$ cat config.mk
export PLATFORM = sky130hd
export DESIGN_NAME = pwm_clk_gen
export DESIGN_NICKNAME = d
export VERILOG_FILES = /design/src/rtl/clkgen_pkg.sv /design/src/rtl/tick_prescaler.sv /design/src/rtl/clkgen_mode_reg.sv /design/src/rtl/tick_divider.sv /design/src/rtl/pwm_clk_gen.sv
export SDC_FILE = /design/constraint.sdc
export NUM_CORES = 1
export LEC_CHECK = 0
export CORE_MARGIN = 2
export CORE_UTILIZATION = 58
export DETAILED_ROUTE_END_ITERATION = 16
export GPL_TIMING_DRIVEN = 0
export PLACE_DENSITY_LB_ADDON = 0.3
export SLEW_MARGIN = 40
export SYNTH_ARGS = -nofsm -noshare
export SYNTH_HDL_FRONTEND = slang
export SYNTH_SLANG_ARGS = --single-unit
$ cat constraint.sdc
create_clock -name clk -period 3.8 [get_ports clk]
set_input_delay 0.57 -clock clk [delete_from_list [all_inputs] [get_ports clk]]
set_output_delay 0.57 -clock clk [all_outputs]
set_load 0.02 [all_outputs]
$ cat src/rtl/clkgen_pkg.sv
`timescale 1ns/1ps
package clkgen_pkg;

    // Default geometry of the generator.
    localparam int DEF_NTAP   = 11;
    localparam int DEF_DIV_W  = 8;
    localparam int DEF_EXP_W  = 4;
    localparam int DEF_DATA_W = 32;
    localparam int DEF_ADDR_W = 8;

    // Divider control state.
    typedef enum logic {
        DV_OFF = 1'b0,
        DV_RUN = 1'b1
    } dv_state_e;

endpackage

$ cat src/rtl/tick_prescaler.sv
`timescale 1ns/1ps
module tick_prescaler #(
    parameter int NTAP = clkgen_pkg::DEF_NTAP
) (
    input  logic            clk,
    input  logic            rst_n,
    output logic [NTAP-1:0] taps
);
    localparam int CW = (NTAP > 1) ? NTAP - 1 : 1;

    logic [CW-1:0]   pcnt;
    logic [NTAP-1:0] tap_nxt;

    // Tap k fires when the low k bits of the counter are all ones.
    assign tap_nxt[0] = 1'b1;
    for (genvar k = 1; k < NTAP; k++) begin : g_tap
        assign tap_nxt[k] = &pcnt[k-1:0];
    end

    always_ff @(posedge clk) begin
        if (!rst_n) begin
            pcnt <= '0;
            taps <= '0;
        end else begin
            pcnt <= pcnt + CW'(1);
            taps <= tap_nxt;
        end
    end
endmodule

$ cat src/rtl/clkgen_mode_reg.sv
`timescale 1ns/1ps
module clkgen_mode_reg #(
    parameter int DATA_W   = clkgen_pkg::DEF_DATA_W,
    parameter int ADDR_W   = clkgen_pkg::DEF_ADDR_W,
    parameter int DIV_W    = clkgen_pkg::DEF_DIV_W,
    parameter int EXP_W    = clkgen_pkg::DEF_EXP_W,
    parameter int REG_ADDR = 0
) (
    input  logic              clk,
    input  logic              rst_n,
    input  logic              we,
    input  logic [ADDR_W-1:0] addr,
    input  logic [DATA_W-1:0] wdata,
    output logic [DIV_W-1:0]  div_q   [2],
    output logic [EXP_W-1:0]  exp_q   [2],
    output logic [DIV_W-1:0]  div_new [2],
    output logic [EXP_W-1:0]  exp_new [2],
    output logic [1:0]        chg
);
    localparam int HALF_W = DATA_W / 2;
    localparam int FLD_W  = DIV_W + EXP_W;

    logic hit;
    assign hit = we && (addr == ADDR_W'(REG_ADDR));

    // Field extraction and change detection per half.
    always_comb begin
        for (int h = 0; h < 2; h++) begin
            div_new[h] = wdata[h*HALF_W +: DIV_W];
            exp_new[h] = wdata[h*HALF_W + DIV_W +: EXP_W];
            chg[h]     = hit && ((div_new[h] != div_q[h]) || (exp_new[h] != exp_q[h]));
        end
    end

    always_ff @(posedge clk) begin
        if (!rst_n) begin
            for (int h = 0; h < 2; h++) begin
                div_q[h] <= '0;
                exp_q[h] <= '0;
            end
        end else begin
            for (int h = 0; h < 2; h++) begin
                if (chg[h]) begin
                    div_q[h] <= div_new[h];
                    exp_q[h] <= exp_new[h];
                end
            end
        end
    end

    // Spare bits above the fields of each half carry no function.
    for (genvar h = 0; h < 2; h++) begin : g_spare
        if (HALF_W > FLD_W) begin : g_has
            logic unused_spare;
            assign unused_spare = ^wdata[h*HALF_W + FLD_W +: HALF_W - FLD_W];
        end
    end
endmodule

$ cat src/rtl/tick_divider.sv
`timescale 1ns/1ps
module tick_divider
    import clkgen_pkg::*;
#(
    parameter int NTAP  = DEF_NTAP,
    parameter int DIV_W = DEF_DIV_W,
    parameter int EXP_W = DEF_EXP_W
) (
    input  logic             clk,
    input  logic             rst_n,
    input  logic [NTAP-1:0]  taps,
    input  logic [DIV_W-1:0] div_cfg,
    input  logic [EXP_W-1:0] exp_cfg,
    input  logic             load,
    input  logic [DIV_W-1:0] div_new,
    input  logic [EXP_W-1:0] exp_new,
    output logic             tick
);
    dv_state_e        state, state_nxt;
    logic [DIV_W-1:0] count;
    logic             sel;
    logic             new_ok;
    logic             wrap;

    assign new_ok = (div_new != '0) && (int'(exp_new) < NTAP);
    assign wrap   = (count == div_cfg - DIV_W'(1));

    // Pick the prescaler tap named by the stored exponent.
    always_comb begin
        sel = 1'b0;
        for (int k = 0; k < NTAP; k++) begin
            if (int'(exp_cfg) == k) sel = taps[k];
        end
    end

    // Next-state logic: arm, disarm, restart.
    always_comb begin
        state_nxt = state;
        unique case (state)
            DV_OFF: if (load && new_ok)  state_nxt = DV_RUN;
            DV_RUN: if (load && !new_ok) state_nxt = DV_OFF;
            default: state_nxt = DV_OFF;
        endcase
    end

    // State register.
    always_ff @(posedge clk) begin
        if (!rst_n) state <= DV_OFF;
        else        state <= state_nxt;
    end

    // Count and output pulse.
    always_ff @(posedge clk) begin
        if (!rst_n) begin
            count <= '0;
            tick  <= 1'b0;
        end else if (load) begin
            count <= '0;
            tick  <= 1'b0;
        end else begin
            unique case (state)
                DV_RUN: begin
                    if (sel) begin
                        if (wrap) begin
                            count <= '0;
                            tick  <= 1'b1;
                        end else begin
                            count <= count + DIV_W'(1);
                            tick  <= 1'b0;
                        end
                    end else begin
                        tick <= 1'b0;
                    end
                end
                default: begin
                    count <= '0;
                    tick  <= 1'b0;
                end
            endcase
        end
    end
endmodule

$ cat src/rtl/pwm_clk_gen.sv
`timescale 1ns/1ps
module pwm_clk_gen
    import clkgen_pkg::*;
#(
    parameter int NTAP     = DEF_NTAP,
    parameter int DIV_W    = DEF_DIV_W,
    parameter int EXP_W    = DEF_EXP_W,
    parameter int DATA_W   = DEF_DATA_W,
    parameter int ADDR_W   = DEF_ADDR_W,
    parameter int REG_ADDR = 0
) (
    input  logic              clk,
    input  logic              rst_n,
    input  logic              cfg_we,
    input  logic [ADDR_W-1:0] cfg_addr,
    input  logic [DATA_W-1:0] cfg_wdata,
    output logic [NTAP-1:0]   tap_tick,
    output logic              tick_a,
    output logic              tick_b
);
    logic [DIV_W-1:0] div_q   [2];
    logic [EXP_W-1:0] exp_q   [2];
    logic [DIV_W-1:0] div_new [2];
    logic [EXP_W-1:0] exp_new [2];
    logic [1:0]       chg;
    logic [1:0]       ticks;

    tick_prescaler #(.NTAP(NTAP)) u_pre (
        .clk   (clk),
        .rst_n (rst_n),
        .taps  (tap_tick)
    );

    clkgen_mode_reg #(
        .DATA_W   (DATA_W),
        .ADDR_W   (ADDR_W),
        .DIV_W    (DIV_W),
        .EXP_W    (EXP_W),
        .REG_ADDR (REG_ADDR)
    ) u_mode (
        .clk     (clk),
        .rst_n   (rst_n),
        .we      (cfg_we),
        .addr    (cfg_addr),
        .wdata   (cfg_wdata),
        .div_q   (div_q),
        .exp_q   (exp_q),
        .div_new (div_new),
        .exp_new (exp_new),
        .chg     (chg)
    );

    for (genvar h = 0; h < 2; h++) begin : g_div
        tick_divider #(
            .NTAP  (NTAP),
            .DIV_W (DIV_W),
            .EXP_W (EXP_W)
        ) u_div (
            .clk     (clk),
            .rst_n   (rst_n),
            .taps    (tap_tick),
            .div_cfg (div_q[h]),
            .exp_cfg (exp_q[h]),
            .load    (chg[h]),
            .div_new (div_new[h]),
            .exp_new (exp_new[h]),
            .tick    (ticks[h])
        );
    end

    assign tick_a = ticks[0];
    assign tick_b = ticks[1];
endmodule

=== Word-level counts from Yosys, hierarchy flattened ===
Cells that the tools add are included.

* Register bits after elaboration: 65
* Latch bits: 0
* Memory bits (writable): 0
* ROM bits: 0
* Input port bits: 43
* Logic and storage cells: 115
* Memories: 0

* Add/subtract/negate cells: 5
* Multipliers: 0
* Divide/modulo/power cells: 0
* $lt $le $gt $ge: 2
* Equal/unequal tests: 26
* Shift operators: 0
* Multiplexer cells: 33
* Bitwise gates (word level): 5
* Reduce and logical (&&, ||, !) cells: 31

{| class="wikitable"
|+ Operators with widths
! cell !! number
|-
| $eq 4x4->1 const B || 14
|-
| $mux 1 || 29
|-
| $add 8x1->8 const B || 2
|-
| $eq 4x3->1 const B || 4
|-
| $eq 8x8->1 || 2
|-
| $mux 8 || 2
|-
| $ne 8x8->1 || 2
|-
| $reduce_bool 8->1 || 2
|-
| $sub 8x1->8 const B || 2
|-
| $add 10x1->10 const B || 1
|-
| $reduce_and 10->1 || 1
|-
| $logic_and 1x1->1 || 9
|-
| $reduce_and 9->1 || 1
|-
| $eq 4x2->1 const B || 2
|-
| $logic_not 4->1 || 2
|-
| $logic_not 8->1 || 1
|-
| $lt 4x4->1 const B || 2
|-
| $ne 4x4->1 || 2
|-
| $reduce_and 8->1 || 1
|-
| $reduce_or 4->1 || 2
|-
| $reduce_and 7->1 || 1
|-
| $reduce_and 6->1 || 1
|-
| $reduce_or 3->1 || 2
|-
| $not 1->1 || 5
|-
| other kinds (7) || 10
|}

=== Longest topological paths before layout ===
Gate-level depths: netlist of run 1.

* Depth in word-level cells: 14
* Gate-level depth with buffers: 10
* Gate-level depth less buffers: 8

=== Cells and area by module ===
A second synthesis of run 1 with hierarchy kept.

* Cell total of the unflattened synthesis: 522
* Area total of the unflattened synthesis: 4444.3 um^2

{| class="wikitable"
|+ Modules (own cells, without submodules)
! module !! instances !! cells each !! area an instance (um^2) !! sequential area each (um^2)
|-
| clkgen_mode_reg || 1 || 262 || 2045.7 || 480.5
|-
| tick_divider || 2 || 97 || 844.6 || 200.2
|-
| tick_prescaler || 1 || 66 || 709.4 || 420.4
|}

=== Least setup slack after synthesis of run 1 ===
Ideal clock, no wire load.

* Path kind: register -> register
* From: register u_mode.div_q[9] in the netlist's numbering
* To: register g_div[0].u_div.count[0]
* Setup time: 128 ps
* Data arrival time: 1940 ps
* Required time: 3672 ps
* Setup slack: 1731 ps
* Stages on the path, launching flop included: 11
* Period minus slack after synthesis: 2069 ps
* Cells stage by stage: dfxtp_1 buf_2 inv_1 ha_1 clkbuf_1 nor2b_1 or3_1 a31oi_1 nand2_2 o31ai_4 nor2_1

* Cells in the longest elaborated chain, start to end: 4
* Elaborated cells on any way between the ends: 7
* Classes of those cells: 1 x add/sub; 2 x eq/ne; 1 x mux; 3 x reduce/logical

{| class="wikitable"
|+ RTL lines
! item !! line !! source
|-
| start: declaration || clkgen_mode_reg.sv:14 || <nowiki>output logic [DIV_W-1:0] div_q [2],</nowiki>
|-
| start signal: indexed assignment || clkgen_mode_reg.sv:44 || <nowiki>div_q[h] <= div_new[h];</nowiki>
|-
| branches (longest 4 deep; another with $sub 8x1->8) || n/a ||
|-
| end signal: assignment || tick_divider.sv:68 || <nowiki>count <= count + DIV_W'(1);</nowiki>
|-
| end: declaration || tick_divider.sv:20 || <nowiki>logic [DIV_W-1:0] count;</nowiki>
|}

Parallel ways; which one is timed is not known.
A chain may end at the register's enable or synchronous reset.

=== Worst setup path after layout of run 1 ===
* From: register u_mode.div_q[9] in the netlist's numbering
* To: register g_div[0].u_div.count[7]

The elaborated chain is that of the path after synthesis.

==> run summary, run 1 <==
=========================================================================================
Number of cells traversed by the worst hold path                                        1
Worst flop-to-flop path endpoint                                             g_div[0].u_div.count[7]
Clk slew on worst S/H paths                                                       0.07 ns
Register-to-register setup slack                                                  1.42 ns
Arrival time reported for the critical path endpoint                              2.60 ns
I/O Pins                                                                               56
Post-CTS setup repair buffer count                                                      0
Sequential cell fraction of total power                                             0.455
Finished Layout Cells                                                                 509
Delay contributed by the slowest stage of the critical path                       0.39 ns
Core Region                                                                     5991 um^2
Post-route DRC                                                                          0
Netlist area before placement                                                   3623 um^2
Logic pwr share                                                                     0.065
Highest ir drop seen on vdd                                                     0.2599 mV
Number of synthesis warnings                                                            0
Post-synthesis instance total                                                         371
Count of antenna-violating nets left after detailed routing                             0
Critical-path cell list                                                      buf_2 -> inv_1 -> ha_1 -> clkbuf_1 -> nor2b_1 -> or3_1 -> a31oi_1 -> nand2_2 -> o31ai_4 -> nor2_1
Area share of the leading cell type in the synthesized netlist                     0.3591
FP Rows                                                                                28
Clock period minus worst slack                                                   2.380 ns
Drt pass-1 iters                                                                        4
Mapped Avg Cell Area                                                           9.767 um^2
Final worst setup slack                                                          1.420 ns
Maximum fanout along the worst path                                                     8
Fin Setup TNS                                                                        0 ns
Routability cong.                                                                  0.8430
Total half-perimeter wirelength after legalization and detailed placement         5835 um
Pins Over Slew Limit                                                                    0
Endpoint required time on the critical path                                       4.02 ns
Crit Path Category                                                           flop to flop
Setup repair after global routing missed its margin                                 false
IO buf count                                                                           47
Overall Global Routing Usage                                                       0.2415
Total detailed-routing wirelength                                                 7998 um
Mean routed wirelength per cell                                                  15.71 um
Die width                                                                        83.04 um
Die extent in y                                                                  83.04 um
Via count                                                                            2910
Switching share of power                                                           0.2222
CTS resizes                                                                             0
Seq/Total Area, Yosys                                                              0.3591
Result of the run                                                            finished clean
NumNets Final                                                                         480
Leading post-synthesis cells by cell area                                    sky130_fd_sc_hd__dfxtp_1, sky130_fd_sc_hd__xor2_1, sky130_fd_sc_hd__mux2i_1
Post-placement setup slack                                                       1.063 ns
First-iteration detailed-routing DRC count                                            105
First element of the critical path                                           u_mode.div_q[9]
PD cells                                                                     341.4 nW/um^2
Number of global-route vias before repair                                            2921
Largest buffer count on any clock path                                                  2
Final worst path period share                                                      0.6264
Leakage power                                                                    1.816 nW
Actual slew at the worst max-slew pin                                           0.6731 ns
Filler Cell Count                                                                     424
Post-Syn Nets                                                                         422
Share of the core filled with cells in the final layout                            0.7396
Post-Place Cells                                                                      493
Clock buffers created by TritonCTS                                                      9
Worst skew pair latency                                                           0.35 ns
Design area                                                                     4431 um^2
Proportion of register bits with asynchronous set or reset after synthesis              0
Number of enable-type register cells in the synthesized netlist                         0
CTS tree                                                                            built
Kind of start point of the critical path                                             flop
Per-cell via count in the routed design                                             5.717
Cell-internal power                                                              1.176 mW
Overflow left after global routing                                                      0
Max Cap Violations                                                                      0
Count of antenna diodes in the layout                                                   0
Die Footprint                                                                   6896 um^2
Reg2reg path depth                                                                     10
Startpoint of the worst register-to-register path                            u_mode.div_q[9]
Path class of the lowest-slack min-delay path                                flop to flop
Final hold vios                                                                         0
Number of antenna violations at the first check in global routing                       0
Layout cells sized above 1                                                         0.1106
Register bit total from synthesis                                                      65
Power share of the clock group                                                      0.479
Final setup skew                                                               0.01347 ns
Net switching power                                                              336.0 uW
Headroom to the max-slew limit                                                     0.5492
Top_reg_cell synth                                                           sky130_fd_sc_hd__dfxtp_1
Crit. End Element                                                                    flop
Most area-hungry cell type in the Yosys netlist                              sky130_fd_sc_hd__dfxtp_1
Area growth, synth to finish                                                       22.27%
Clk sink count                                                                         65
Root buf cell                                                                sky130_fd_sc_hd__clkbuf_8
Endpoint of the worst setup timing path                                      g_div[0].u_div.count[7]
Yosys cell types                                                                       56
Quantity of hold-fixing buffers added after cts                                         0
Wire length of the first global-routing pass                                     13490 um
Starting utilization of the core area                                              0.6048
Htree depth                                                                             3
Final number of setup-violating endpoints                                               0
Placement Cell Area                                                             4188 um^2
Pin count of the biggest net entering global routing                                   13
Achievable frequency                                                           0.4201 GHz
Critical path's slowest cell                                                 sky130_fd_sc_hd__o31ai_4
=========================================================================================
## power by group through the flow
stage                     combinational (mW)  clock, mW  sequential [mW]
final                                 0.0987      0.725            0.689
after global routing                   0.106      0.760            0.689
after CTS                             0.0988      0.722            0.689
after detailed placement              0.0976          0            0.705
after global placement                0.0967          0            0.704
after floorplan                       0.0382          0            0.705
## cells in the mapped netlist (6+ instances only)
library cell	instances
sky130_fd_sc_hd__nand4_1	7
sky130_fd_sc_hd__nor2_1	23
sky130_fd_sc_hd__nor3_1	8
sky130_fd_sc_hd__ha_1	8
sky130_fd_sc_hd__nor4_1	12
sky130_fd_sc_hd__clkbuf_1	8
sky130_fd_sc_hd__nor2b_1	31
sky130_fd_sc_hd__nand3_1	10
sky130_fd_sc_hd__and3_1	12
sky130_fd_sc_hd__dfxtp_1	65
sky130_fd_sc_hd__xnor2_1	23
sky130_fd_sc_hd__nand2_1	6
sky130_fd_sc_hd__inv_1	7
sky130_fd_sc_hd__xor2_1	37
sky130_fd_sc_hd__mux2i_1	32
sky130_fd_sc_hd__and2_1	17
## registers in the layout, indices dropped and copies added (netlist names), named ones only
| signal | cells |
|---|---|
| u_mode.exp_q | 8 |
| u_mode.div_q | 16 |
| g_div.u_div.tick | 2 |
| g_div.u_div.count | 16 |
| u_pre.pcnt | 10 |
| u_pre.taps | 11 |
## logic make-up after synthesis
family                     count (synthesis)  synth area share
adders and majority gates                  8           0.02763
buffers and inverters                     23           0.03350
and+or+nand+nor                          149            0.2490
AOI/OAI and AO/OA                         32           0.08494
DFF                                       65            0.3591
muxes                                     34            0.1008
xor gates and xnor gates                  60            0.1450
## critical path, delay by kind of cell, from the launching register on
family | cells | cell delay [ns]
AOI/OAI and AO/OA | 2 | 0.63
adders and majority gates | 1 | 0.17
buffers and inverters | 3 | 0.43
DFF | 1 | 0.31
and+or+nand+nor | 4 | 0.71
## through the flow
stage	power, mW	hold WS [ns]
2_1_floorplan	0.7435	0.4258
3_3_place_gp	0.8011	0.4522
4_1_cts	1.510	0.4740
3_5_place_dp	0.8023	0.4631
6_report	1.512	0.4783
5_1_grt	1.555	0.4984
## layout make-up
| class | instances | area, um^2 | area share |
|---|---|---|---|
| Tap cell | 75 | 93.84 | 0.02118 |
| Inverter | 7 | 26.28 | 0.005931 |
| Clock inverter | 7 | 118.9 | 0.02683 |
| Timing Repair Buffer | 47 | 470.5 | 0.1062 |
| Clock buffer | 9 | 123.9 | 0.02796 |
| Sequential cell | 65 | 1301 | 0.2937 |
| Buffer | 16 | 95.09 | 0.02146 |
| Multi-Input combinational cell | 283 | 2201 | 0.4968 |
## worst min path at each step
stage | end | startpoint | slack [ns]
after global placement | u_pre.pcnt[0] | u_pre.pcnt[0] | 0.45
after floorplan | u_pre.pcnt[0] | u_pre.pcnt[0] | 0.43
final | u_pre.pcnt[0] | u_pre.pcnt[0] | 0.48
after global routing | u_pre.pcnt[0] | u_pre.pcnt[0] | 0.50
after detailed placement | u_pre.pcnt[0] | u_pre.pcnt[0] | 0.46
after CTS | u_pre.pcnt[0] | u_pre.pcnt[0] | 0.47
## layer usage
| layer | global-route usage | routed length (um) | vias up |
|---|---|---|---|
| li1 | - | - | 1416 |
| met1 | 0.3114 | 3748 | 1401 |
| met2 | 0.3871 | 3763 | 74 |
| met3 | 0.06660 | 334 | 19 |
| met4 | 0.08793 | 152 | 0 |
| met5 | 0 | 0 | - |
## cells in the final DEF (no fill, tap or decap), types with 3 or more instances in the layout
master                            synthesis  routed
sky130_fd_sc_hd__a21oi_1                  5       5
sky130_fd_sc_hd__nor2_1                  23      23
sky130_fd_sc_hd__dfxtp_1                 65      65
sky130_fd_sc_hd__ha_1                     8       8
sky130_fd_sc_hd__nand3_1                 10      10
sky130_fd_sc_hd__clkbuf_1                 8       8
sky130_fd_sc_hd__buf_2                    4       4
sky130_fd_sc_hd__nor4_1                  12      12
sky130_fd_sc_hd__nor3_1                   8       8
sky130_fd_sc_hd__nand4_1                  7       7
sky130_fd_sc_hd__xor2_1                  37      37
sky130_fd_sc_hd__nand2_1                  6       6
sky130_fd_sc_hd__clkdlybuf4s50_1          0      47
sky130_fd_sc_hd__a31oi_1                  4       4
sky130_fd_sc_hd__bufinv_16                0       3
sky130_fd_sc_hd__and3_1                  12      12
sky130_fd_sc_hd__buf_6                    4       4
sky130_fd_sc_hd__nor2b_1                 31      31
sky130_fd_sc_hd__xnor2_1                 23      23
sky130_fd_sc_hd__and2_1                  17      17
sky130_fd_sc_hd__clkbuf_8                 0       9
sky130_fd_sc_hd__inv_1                    7       7
sky130_fd_sc_hd__mux2i_1                 32      32
(Power assumes the default switching activity.)
==> inputs of run 2 (changes only) <==
CORE_UTILIZATION = 54   (was 58)
clock period = 2.4 ns   (was 3.8 ns; I/O delays follow)
==> run summary, run 2 (synthesis gave the netlist of run 1 again) <==
========================================================================================
Final setup skew                                                              0.01037 ns   -0.003107 ns
Kind of start point of the critical path                                            flop
Number of antenna violations at the first check in global routing                      0   unchanged
Achievable frequency                                                          0.4562 GHz   +8.6%
Count of antenna-violating nets left after detailed routing                            0   unchanged
Via count                                                                           2816   -3.2%
Worst skew pair latency                                                          0.34 ns   about the same
Final number of setup-violating endpoints                                              0   unchanged
Root buf cell                                                               sky130_fd_sc_hd__clkbuf_8
Layout cells sized above 1                                                        0.1088   -0.001803
Largest buffer count on any clock path                                                 2   unchanged
First-iteration detailed-routing DRC count                                           120   +14%
Clk sink count                                                                        65   unchanged
Count of antenna diodes in the layout                                                  0   unchanged
Starting utilization of the core area                                             0.5642   -0.04065
Pin count of the biggest net entering global routing                                  11   -2
PD cells                                                                    461.7 nW/um^2   +35%
Die Footprint                                                                  7381 um^2   +7.0%
Wire length of the first global-routing pass                                    13010 um   -3.5%
Biggest registers after layout                                              g_div.u_div.count: 16 flops, u_mode.div_q: 16 flops, u_pre.taps: 11 flops
Overall Global Routing Usage                                                      0.2245   -0.01700
Core Region                                                                    6422 um^2   +7.2%
Result of the run                                                           finished clean
NumNets Final                                                                        481   +0.21%
Drt pass-1 iters                                                                       4   unchanged
Overflow left after global routing                                                     0   unchanged
Total half-perimeter wirelength after legalization and detailed placement        5759 um   -1.3%
Filler Cell Count                                                                    525   +24%
Htree depth                                                                            3   unchanged
Post-route DRC                                                                         0   unchanged
Per-cell via count in the routed design                                            5.532   -3.2%
Pins Over Slew Limit                                                                   0   unchanged
Final worst path period share                                                     0.9133   +0.2869
Setup repair after global routing missed its margin                                false
Final hold vios                                                                        0   unchanged
Total detailed-routing wirelength                                                7754 um   -3.1%
Headroom to the max-slew limit                                                    0.5015   -0.04773
Fin Setup TNS                                                                       0 ns   unchanged
Endpoint required time on the critical path                                      2.63 ns   -1.39 ns
CTS tree                                                                           built
Highest ir drop seen on vdd                                                    0.2708 mV   +4.2%
Mean routed wirelength per cell                                                 15.23 um   -3.1%
Crit. End Element                                                                   flop
Leading cell type in the layout, fill and taps excluded                     sky130_fd_sc_hd__dfxtp_1
Actual slew at the worst max-slew pin                                          0.7443 ns   +0.07127 ns
Number of global-route vias before repair                                           2899   -0.75%
Die extent in y                                                                 85.92 um   +3.5%
Worst slack on hold paths                                                      0.4754 ns   -0.002845 ns
Leakage power                                                                   1.785 nW   -1.7%
Clock buffers created by TritonCTS                                                     9   unchanged
Area occupied by multi-input gates                                             2210 um^2   +0.40%
Max Cap Violations                                                                     0   unchanged
Die width                                                                       85.92 um   +3.5%
FP Rows                                                                               29   +3.6%
Arrival time reported for the critical path endpoint                             2.42 ns   -0.18 ns
Clk slew on worst S/H paths                                                      0.06 ns   about the same
Crit Path Category                                                          flop to flop
PnR Total Power                                                                 2.013 mW   +33%
Leading cell types in the layout, fill and taps excluded                    sky130_fd_sc_hd__dfxtp_1, sky130_fd_sc_hd__clkdlybuf4s50_1, sky130_fd_sc_hd__xor2_1
Seq. cell area                                                                 1301 um^2   unchanged
Area growth, synth to finish                                                      20.34%
Path class of the lowest-slack min-delay path                               flop to flop
IO buf count                                                                          47   unchanged
Maximum fanout along the worst path                                                    8   unchanged
Clock period minus worst slack                                                  2.192 ns   -0.1884 ns
Routability cong.                                                                 0.8207   -2.6%
I/O Pins                                                                              56   unchanged
========================================================================================
-- run 2: cell count changes in the layout (fill, tap and decap cells not counted), sizes merged --
| cell | delta |
|---|---|
| bufinv | -3 |
| buf | +2 |
| clkbuf | +2 |
| clkinvlp | -2 |
| clkinv | -1 |
-- run 2: layout make-up --
| class | count | share of cell area |
|---|---|---|
| multi-input combinational | 283 | 0.5067 |
| sequential | 65 | 0.2984 |
| timing repair buffer | 49 | 0.1113 |
| clock buffer | 12 | 0.03329 |
| tap | 77 | 0.02209 |
| buffer | 15 | 0.02095 |
| inverter | 7 | 0.006026 |
| clock inverter | 1 | 0.001148 |
-- run 2: worst max-delay path, stage by stage (launching register included) --
cell and delay (ns):
sky130_fd_sc_hd__dfxtp_1 0.37, sky130_fd_sc_hd__inv_1 0.10, sky130_fd_sc_hd__ha_1 0.17, sky130_fd_sc_hd__or3b_2 0.48, sky130_fd_sc_hd__nor3_1 0.22, sky130_fd_sc_hd__xnor2_1 0.15
sky130_fd_sc_hd__nand3_1 0.16, sky130_fd_sc_hd__o31ai_4 0.19, sky130_fd_sc_hd__buf_4 0.19, sky130_fd_sc_hd__nor2_1 0.06
-- run 2: repair_timing --
| item | CTS | global route |
|---|---|---|
| hold buffers | 0 | 0 |
| gates resized for setup | 0 | 2 |
| setup buffers | 0 | 2 |
| setup endpoints to repair | 0 | 16 |
-- run 2: metrics by stage --
step	instances	worst slack [ns]	instance area, um^2	util
floorplan	371	0.3312	3623	-
global placement	495	0.03349	4190	0.6524
detailed placement	495	-0.06881	4190	0.6524
CTS	508	0.03951	4340	0.6758
global route	509	0.07393	4360	0.6789
finish	509	0.2080	4360	0.6789
-- run 2: worst paths after layout --
check                       start                 endpoint  slack [ns]  cells after the start
setup / recovery  u_mode.div_q[0]  g_div[1].u_div.count[1]        0.21                      9
hold / removal      u_pre.pcnt[0]            u_pre.pcnt[0]        0.48                      1
setup reg to reg  u_mode.div_q[0]  g_div[1].u_div.count[1]        0.21                      9
hold reg to reg     u_pre.pcnt[0]            u_pre.pcnt[0]        0.48                      1
-- run 2: power by group --
part / total [mW] / switching, mW / internal [mW] / leakage (nW)
registers: 1.09 / 0.00577 / 1.09 / 0.525
clock network: 0.766 / 0.381 / 0.385 / 0.0782
logic: 0.156 / 0.0671 / 0.0885 / 1.18
total: 2.01 / 0.454 / 1.56 / 1.78
-- run 2: layer usage --
| metal | global-route usage | vias to the layer above | wire length [um] |
|---|---|---|---|
| li1 | - | 1414 | - |
| met1 | 0.3005 | 1319 | 3738 |
| met2 | 0.3559 | 76 | 3480 |
| met3 | 0.05582 | 7 | 467 |
| met4 | 0.07359 | 0 | 67 |
| met5 | 0 | - | 0 |
==> inputs of run 3 (changes only) <==
REMOVE_ABC_BUFFERS = 1   (was default)
clock period = 2.13 ns   (was 2.4 ns; I/O delays follow)
==> run summary, run 3 (synthesis gave the netlist of run 1 again) <==
========================================================================================
Arrival time reported for the critical path endpoint                             2.25 ns   -0.17 ns
Clock period minus worst slack                                                  2.030 ns   -0.1618 ns
Starting utilization of the core area                                             0.5642   unchanged
Area occupied by multi-input gates                                             2277 um^2   +3.1%
Routability cong.                                                                 0.7984   -2.7%
Post-Place Cells                                                                     481   -2.8%
Leading cell types in the layout, fill and taps excluded                    sky130_fd_sc_hd__dfxtp_1, sky130_fd_sc_hd__clkdlybuf4s50_1, sky130_fd_sc_hd__xor2_1
Area growth, synth to finish                                                      23.45%
Critical path's slowest cell                                                sky130_fd_sc_hd__or4_4
Overall Global Routing Usage                                                      0.2122   -0.01238
Htree depth                                                                            3   unchanged
Root buf cell                                                               sky130_fd_sc_hd__clkbuf_8
Clk sink count                                                                        65   unchanged
Crit Path Category                                                          flop to flop
First-iteration detailed-routing DRC count                                           114   -5.0%
Quantity of hold-fixing buffers added after cts                                        0   unchanged
Leakage power                                                                   1.828 nW   +2.4%
Overflow left after global routing                                                     0   unchanged
Final hold vios                                                                        0   unchanged
Headroom to the max-slew limit                                                    0.5803   +0.07881
Final worst path period share                                                     0.9531   +0.03981
Core Region                                                                    6422 um^2   unchanged
Worst skew pair latency                                                          0.34 ns   about the same
Actual slew at the worst max-slew pin                                          0.6296 ns   -0.1147 ns
Highest ir drop seen on vdd                                                    0.4592 mV   +70%
Delay contributed by the slowest stage of the critical path                      0.54 ns   +0.06 ns
Pin count of the biggest net entering global routing                                  48   +37
Finished Layout Cells                                                                508   -0.20%
Final number of setup-violating endpoints                                              0   unchanged
Result of the run                                                           finished clean
Post-route DRC                                                                         0   unchanged
FP Rows                                                                               29   unchanged
PD cells                                                                    525.2 nW/um^2   +14%
Max Cap Violations                                                                     0   unchanged
PnR Total Power                                                                 2.349 mW   +17%
IO buf count                                                                          47   unchanged
Clk slew on worst S/H paths                                                      0.07 ns   about the same
Critical-path cell list                                                     buf_4 -> or4_4 -> mux2i_1 -> nand3b_1 -> nand3_1 -> o31ai_4 -> buf_6 -> nor2_1
Final setup skew                                                              0.01269 ns   +0.002327 ns
Die width                                                                       85.92 um   unchanged
CTS tree                                                                           built
Layout cells sized above 1                                                        0.1508   +0.04202
Pins Over Slew Limit                                                                   0   unchanged
Total detailed-routing wirelength                                                7581 um   -2.2%
Number of global-route vias before repair                                           2718   -6.2%
Count of antenna-violating nets left after detailed routing                            0   unchanged
Maximum fanout along the worst path                                                    8   unchanged
Per-cell via count in the routed design                                            5.528   about the same
Number of antenna violations at the first check in global routing                      0   unchanged
Mean routed wirelength per cell                                                 14.92 um   -2.0%
Endpoint required time on the critical path                                      2.35 ns   -0.28 ns
Clock buffers created by TritonCTS                                                     9   unchanged
Biggest registers after layout                                              g_div.u_div.count: 16 flops, u_mode.div_q: 16 flops, u_pre.taps: 11 flops
Largest buffer count on any clock path                                                 2   unchanged
Total half-perimeter wirelength after legalization and detailed placement        5556 um   -3.5%
Via count                                                                           2808   -0.28%
Seq. cell area                                                                 1311 um^2   +0.77%
Kind of start point of the critical path                                            flop
Achievable frequency                                                          0.4926 GHz   +8.0%
NumNets Final                                                                        478   -0.62%
Wire length of the first global-routing pass                                    12510 um   -3.9%
Path class of the lowest-slack min-delay path                               primary input to flop
I/O Pins                                                                              56   unchanged
Filler Cell Count                                                                    491   -6.5%
Die Footprint                                                                  7381 um^2   unchanged
Count of antenna diodes in the layout                                                  0   unchanged
Leading cell type in the layout, fill and taps excluded                     sky130_fd_sc_hd__dfxtp_1
Die extent in y                                                                 85.92 um   unchanged
Crit. End Element                                                                   flop
Drt pass-1 iters                                                                       4   unchanged
========================================================================================
-- run 3: worst paths after layout --
kind	startpoint	to	slack, ns	cells after the start
worst min-delay path	rst_n	u_pre.taps[0]	0.46	1
worst min register to register	u_pre.pcnt[0]	u_pre.pcnt[0]	0.46	1
worst max register to register	u_mode.div_q[8]	g_div[0].u_div.count[0]	0.1	8
worst max-delay path	u_mode.div_q[8]	g_div[0].u_div.count[0]	0.1	8
-- run 3: worst max-delay path: cells and delay by family (launching register included) --
kind / cells / cell delay (ns)
compound gates: 1 / 0.25
simple gates: 4 / 0.85
flops: 1 / 0.38
buf+inv: 2 / 0.29
mux: 1 / 0.14
-- run 3: area by class of cell --
type | count | share of cell area
clock inverters | 3 | 0.003357
multi-input cells | 283 | 0.5091
repair buffers | 61 | 0.1301
inverters | 7 | 0.005874
clock buffers | 12 | 0.03692
flip-flops and latches | 65 | 0.2931
well taps | 77 | 0.02154
-- run 3: layer usage --
metal  up-vias  track usage  wire length (um)
li1       1411            -                 -
met1      1336       0.2795              3525
met2        57       0.3495              3720
met3         4      0.03561               303
met4         0      0.07792                31
met5         -            0                 0
-- run 3: power by group --
group | internal, mW | switching (mW)
sequential | 1.22 | 0.00680
clock | 0.505 | 0.443
combinational | 0.0996 | 0.0743
-- run 3: what timing repair did --
item / CTS / global route
buffers inserted: 3 / 9
resized for setup: 10 / 11
pin swaps: 4 / 5
setup endpoints to repair: 26 / 17
hold endpoints to repair: 0 / 0
-- run 3: per-stage QoR --
step                TNS [ns]  cell area, um^2  hold WS (ns)  setup slack, ns  utilization
floorplan             -11.89             3528        0.3472          -0.6349            -
global placement      -45.40             4095        0.4428           -1.555       0.6376
detailed placement    -14.22             4105        0.4571          -0.7313       0.6392
CTS                        0             4348        0.4511         0.004824       0.6770
global route         -0.2289             4473        0.4823         -0.03775       0.6965
finish                     0             4473        0.4609          0.09979       0.6965
